## src/rtl/dma_lane_pkg.sv

```systemverilog
package dma_lane_pkg;

    typedef enum logic [1:0] {
        SZ_BYTE = 2'b00,
        SZ_HALF = 2'b01,
        SZ_WORD = 2'b10,
        SZ_RSVD = 2'b11
    } size_e;

    typedef enum logic [1:0] {
        PH_IDLE  = 2'b00,
        PH_READ  = 2'b01,
        PH_WRITE = 2'b10
    } phase_e;

endpackage

```

## src/rtl/dma_lane_align.sv

```systemverilog
module dma_lane_align
    import dma_lane_pkg::*;
#(
    parameter int AW = 32
) (
    input  logic [AW-1:0] addr,
    input  size_e         size,
    output logic [AW-1:0] aligned
);
    always_comb begin
        aligned = addr;
        unique case (size)
            SZ_HALF: aligned[0]   = 1'b0;
            SZ_WORD: aligned[1:0] = 2'b00;
            default: aligned      = addr;
        endcase
    end
endmodule

```

## src/rtl/dma_lane_pack.sv

```systemverilog
module dma_lane_pack
    import dma_lane_pkg::*;
#(
    parameter int DW = 32
) (
    input  logic [DW-1:0] raw,
    input  size_e         src_size,
    input  logic [1:0]    src_lsb,
    input  size_e         dst_size,
    output logic [DW-1:0] packed_out
);
    localparam int NLANE = DW / 8;

    logic [DW-1:0] shifted;
    logic [DW-1:0] src_mask;
    logic [DW-1:0] dst_mask;
    logic [DW-1:0] item;

    function automatic logic [DW-1:0] width_mask(size_e s);
        logic [DW-1:0] m;
        m = '0;
        unique case (s)
            SZ_BYTE: m[7:0]  = 8'hFF;
            SZ_HALF: m[15:0] = 16'hFFFF;
            default: m[31:0] = 32'hFFFF_FFFF;
        endcase
        return m;
    endfunction

    always_comb begin
        shifted  = raw >> {src_lsb, 3'b000};
        src_mask = width_mask(src_size);
        dst_mask = width_mask(dst_size);
        item     = shifted & src_mask & dst_mask;
    end

    for (genvar l = 0; l < NLANE; l++) begin : g_lane
        always_comb begin
            unique case (dst_size)
                SZ_BYTE: packed_out[l*8 +: 8] = item[7:0];
                SZ_HALF: packed_out[l*8 +: 8] = item[(l % 2)*8 +: 8];
                default: packed_out[l*8 +: 8] = item[(l % 4)*8 +: 8];
            endcase
        end
    end
endmodule

```

## src/rtl/dma_lane_path.sv

```systemverilog
module dma_lane_path
    import dma_lane_pkg::*;
#(
    parameter int AW = 32,
    parameter int DW = 32
) (
    input  logic          clk,
    input  logic          rst_n,
    input  logic          start,
    input  logic [1:0]    src_size,
    input  logic [1:0]    dst_size,
    input  logic [AW-1:0] src_addr,
    input  logic [AW-1:0] dst_addr,
    input  logic          rd_valid,
    input  logic [DW-1:0] rd_data,
    output logic          cfg_err,
    output logic          rd_req,
    output logic [AW-1:0] rd_addr,
    output logic [1:0]    rd_size,
    output logic          wr_req,
    output logic [AW-1:0] wr_addr,
    output logic [1:0]    wr_size,
    output logic [DW-1:0] wr_data
);
    typedef struct packed {
        phase_e        phase;
        logic          err;
        size_e         ssz;
        size_e         dsz;
        logic [AW-1:0] sadr;
        logic [AW-1:0] dadr;
        logic [DW-1:0] word;
    } item_state_t;

    item_state_t st_d, st_q;
    logic [AW-1:0] src_aln, dst_aln;

    dma_lane_align #(.AW(AW)) u_src_align (
        .addr(src_addr), .size(size_e'(src_size)), .aligned(src_aln)
    );
    dma_lane_align #(.AW(AW)) u_dst_align (
        .addr(dst_addr), .size(size_e'(dst_size)), .aligned(dst_aln)
    );

    always_comb begin
        st_d     = st_q;
        st_d.err = 1'b0;
        unique case (st_q.phase)
            PH_IDLE: begin
                if (start) begin
                    if (src_size == SZ_RSVD || dst_size == SZ_RSVD) begin
                        st_d.err = 1'b1;
                    end else begin
                        st_d.phase = PH_READ;
                        st_d.ssz   = size_e'(src_size);
                        st_d.dsz   = size_e'(dst_size);
                        st_d.sadr  = src_aln;
                        st_d.dadr  = dst_aln;
                    end
                end
            end
            PH_READ: begin
                if (rd_valid) begin
                    st_d.word  = rd_data;
                    st_d.phase = PH_WRITE;
                end
            end
            PH_WRITE: st_d.phase = PH_IDLE;
            default:  st_d.phase = PH_IDLE;
        endcase
    end

    always_ff @(posedge clk or negedge rst_n) begin
        if (!rst_n) st_q <= '0;
        else        st_q <= st_d;
    end

    dma_lane_pack #(.DW(DW)) u_pack (
        .raw(st_q.word), .src_size(st_q.ssz), .src_lsb(st_q.sadr[1:0]),
        .dst_size(st_q.dsz), .packed_out(wr_data)
    );

    assign cfg_err = st_q.err;
    assign rd_req  = (st_q.phase == PH_READ);
    assign rd_addr = st_q.sadr;
    assign rd_size = st_q.ssz;
    assign wr_req  = (st_q.phase == PH_WRITE);
    assign wr_addr = st_q.dadr;
    assign wr_size = st_q.dsz;
endmodule

```

## config.mk

```make
export PLATFORM = sky130hd
export DESIGN_NAME = dma_lane_path
export DESIGN_NICKNAME = d
export VERILOG_FILES = /design/src/rtl/dma_lane_pkg.sv /design/src/rtl/dma_lane_align.sv /design/src/rtl/dma_lane_pack.sv /design/src/rtl/dma_lane_path.sv
export SDC_FILE = /design/constraint.sdc
export NUM_CORES = 1
export LEC_CHECK = 0
export BUFFER_PORTS_ARGS = -buffer_cell sky130_fd_sc_hd__buf_4
export CORE_ASPECT_RATIO = 0.7
export CORE_UTILIZATION = 30
export CTS_BUF_LIST = sky130_fd_sc_hd__clkbuf_8
export DETAILED_ROUTE_END_ITERATION = 12
export GPL_TIMING_DRIVEN = 1
export PLACE_DENSITY = 0.5
export SLEW_MARGIN = 10
export SYNTH_ARGS = -nofsm -noshare
export SYNTH_HDL_FRONTEND = slang
export SYNTH_SLANG_ARGS = --single-unit
```

## constraint.sdc

```tcl
create_clock -name clk -period 2.7 [get_ports clk]
set_input_delay 0.135 -clock clk [delete_from_list [all_inputs] [get_ports clk]]
set_output_delay 0.135 -clock clk [all_outputs]
set_load 0.1 [all_outputs]
```

==> summary.md <==
| Metric | Value |
|---|---|
| Simple-Gate Fraction of Synth Area | 4.745% |
| Peak Freq | 0.3999 GHz |
| Post-synth top area cell | dfrtp_1 |
| I/O pins | 207 |
| Share of layout cells above drive strength 1 | 53.66% |
| CTS tree | done |
| Nets | 772 |
| GR Util All Layers | 16.11% |
| Synth Area in Compound Gates | 6.722% |
| #FFs+latches synth | 103 |
| Global route overflow | 0 |
| Multiplexer share of the synthesized area | 27.08% |
| Avg WL per Cell | 15.97 um |
| WS Path Type | reg -> out |
| Post-Synth Adder-Cell Area | 0.9304% |
| Maximum fanout along the worst path | 15 |
| Net count after synthesis | 536 |
| Final setup TNS | 0 ns |
| Final period util | 92.60% |
| Post-DRT Antenna Nets | 0 |
| XOR/XNOR Fraction of Synth Area | 0% |
| Final hold slack | 0.04338 ns |
| Pins Over Slew Limit | 0 |
| Pin count of the biggest net entering global routing | 104 |
| DRT Pass-1 Iters | 4 |
| Min-Delay Path Class | in -> reg |
| Max-cap violation count | 0 |
| CP Data Arrival Time | 2.37 ns |
| DR iter-0 viols | 172 |
| Die area | 18480 um^2 |
| H-Tree Depth | 3 |
| Final WL | 14380 um |
| Slowest stage cell, crit path | dfrtp_1 |
| Worst reg2reg startpoint | st_q[101] |
| TritonCTS Sinks | 103 |
| Mapped cell area | 5379 um^2 |
| Metal3 WL | 1097 um |
| Vias in the first global route | 4495 |
| Max_slew headroom | 53.67% |
| Antenna violations before repair | 0 |
| Mapped Cells | 428 |
| Slew @ Worst Pin | 0.6924 ns |
| Post-route minimum period | 2.500 ns |
| Clk_lat worst skew | 0.37 ns |
| Core Area | 17370 um^2 |
| Final hold violation count | 0 |
| Top Metal Used | met4 |
| Critical path cell sequence | buf_12, nor2_1, nand3_1, a31oi_2, buf_4 |
| Global-route wire length before repair | 23180 um |
| Hold EP | wr_size[1] |
| Port Buf Inserts | 206 |
| Met1 wire length | 6362 um |
| Netlist cell types | 28 |
| Worst hold start | dst_size[1] |
| Final WS setup | 0.1997 ns |
| Main combinational cell family by area after synthesis | multiplexers |
| CP Capture Type | primary output |
| Endpoints failing setup | 0 |
| Register area share after synthesis | 47.92% |
| Cells on Worst Hold Path | 2 |
| CP required | 2.57 ns |
| Number of antenna diodes | 0 |
| HPWL Detailed | 10010 um |
| Cells taking the most area after synthesis | dfrtp_1, mux2_2, buf_4 |
| Nature of the critical path startpoint | flip-flop |
| Starting Density | 30.97% |
| Reg2reg setup slack | 0.82 ns |
| # DRC | 0 |
| Clock Pin Slew Worst Setup and Hold Paths | 0.10 ns |
| CTS buffer count | 9 |
| Std cell rows | 40 |
| R2R depth | 4 |
| Longest Clk Path Bufs | 2 |
| Metal2 WL | 6854 um |
| Final RePlAce weighted congestion | 0.8009 |
| Via-to-Cell Ratio | 4.556 |
| Area delta synth->final | 47.13% |
| Status | complete, no violations |
| Yosys top cell area share | 47.92% |
| DR vias | 4100 |
| CP top delay family | simple AND/OR/NAND/NOR gates |
| Yosys warnings | 0 |
| Worst Clk Skew | 0.01200 ns |
| Clock Tree Root | clkbuf_8 |
| Reg-to-Reg End | wr_addr[9] |
| Die Wd | 162.0 um |
| Place WS | 0.6194 ns |
| Delay of the slowest critical-path stage | 0.56 ns |
| Die H | 114.0 um |
| Worst path buffer plus inverter count | 2 |
| RSZ-0062 raised after global routing | false |
| Synthesized area per cell | 12.57 um^2 |
==> sequential cells by signal, indices dropped and copies added (netlist names) <==
name	flops
wr_addr	32
rd_size	2
rd_addr	32
st_q	34
wr_size	2
cfg_err	1
==> stage by stage <==
stage / area, um^2 / utilization (%) / std cells
3_5_place_dp: 6726 / 38.73 / 785
4_1_cts: 7904 / 45.51 / 899
2_1_floorplan: 5435 / - / 428
3_3_place_gp: 6726 / 38.73 / 785
6_report: 7914 / 45.57 / 900
5_1_grt: 7914 / 45.57 / 900
==> cell usage in the layout (no fill, tap or decap) <==
master and instances:
inv_6 2, mux2i_4 1, a221o_1 7, o21ai_0 7, nor2_1 14, nand2_1 23
nand3_4 1, nand3b_1 1, o21a_1 1, buf_12 3, a32oi_1 7, o211ai_1 1
inv_1 5, nor2_2 2, nor2b_1 2, o2bb2ai_1 8, mux2i_1 11, clkinv_2 1
o21ai_1 1, buf_4 211, dlygate4sd3_1 99, and2b_1 1, nand2b_1 2, inv_2 1
nand3_1 7, mux2_2 104, clkbuf_8 9, mux2_4 11, ha_1 4, nor4b_4 1
dfrtp_2 1, clkinv_8 1, a31oi_2 7, dfrtp_1 102, inv_8 3, a221oi_1 7
==> cell type report <==
class	instances	area, um^2
clock buffer	9	123.9
tap	231	289.0
fill	1610	9453
inverter	6	22.52
sequential	103	2579
clock inverter	7	72.57
timing repair buffer	313	2635
multi-input combinational	231	2192
==> per-layer routing <==
layer | track usage [%] | vias up
met5 | 0 | -
met4 | 3.522 | 0
met3 | 4.909 | 5
met2 | 26.95 | 153
met1 | 20.45 | 2017
li1 | - | 1925
==> kinds of logic (layout without fill, tap and decap cells) <==
kind of cell,Yosys count,count (layout)
adder cells (fa/ha/maj),4,4
flip-flops,103,103
multiplexers,127,127
AND/OR/NAND/NOR,54,54
buffers and inverters,94,335
AO/OA/AOI/OAI,46,46
==> cell usage after synthesis (all sizes together) <==
library cell  count
a221o             7
a221oi            7
a31oi             7
a32oi             7
and2b             1
buf              87
clkbuf            1
dfrtp           103
ha                4
inv               6
mux2            115
mux2i            12
nand2            23
nand2b            2
nand3             8
nand3b            1
nor2             16
nor2b             2
nor4b             1
o211ai            1
o21a              1
o21ai             8
o2bb2ai           8
==> worst register-to-register path, cell delays in order, from the launching register on <==
cell and delay, ns:
dfrtp_1 0.41, nor2_1 0.23, nand3_4 0.46, buf_12 0.38
mux2_2 0.31
==> worst max path at each step <==
stage | from | endpoint | slack (ns) | depth (start not counted)
finish | rd_addr[1] | wr_data[9] | 0.20 | 5
global placement | rd_addr[0] | wr_data[27] | 0.63 | 5
detailed placement | rd_addr[1] | wr_data[9] | 0.62 | 5
global route | rd_addr[1] | wr_data[9] | 0.09 | 5
CTS | rd_addr[1] | wr_data[9] | 0.18 | 5
floorplan | rd_addr[0] | wr_data[19] | 0.05 | 5
==> repair_timing <==
item | CTS | global route
resized for setup | 0 | 0
setup buffers | 0 | 0
endpoints found under the hold margin | 200 | 1
hold buffers | 98 | 1
setup endpoints to repair | 0 | 0
Power is not shown: default switching activity piles up to over one toggle a cycle in this logic, so the estimate is an artifact.
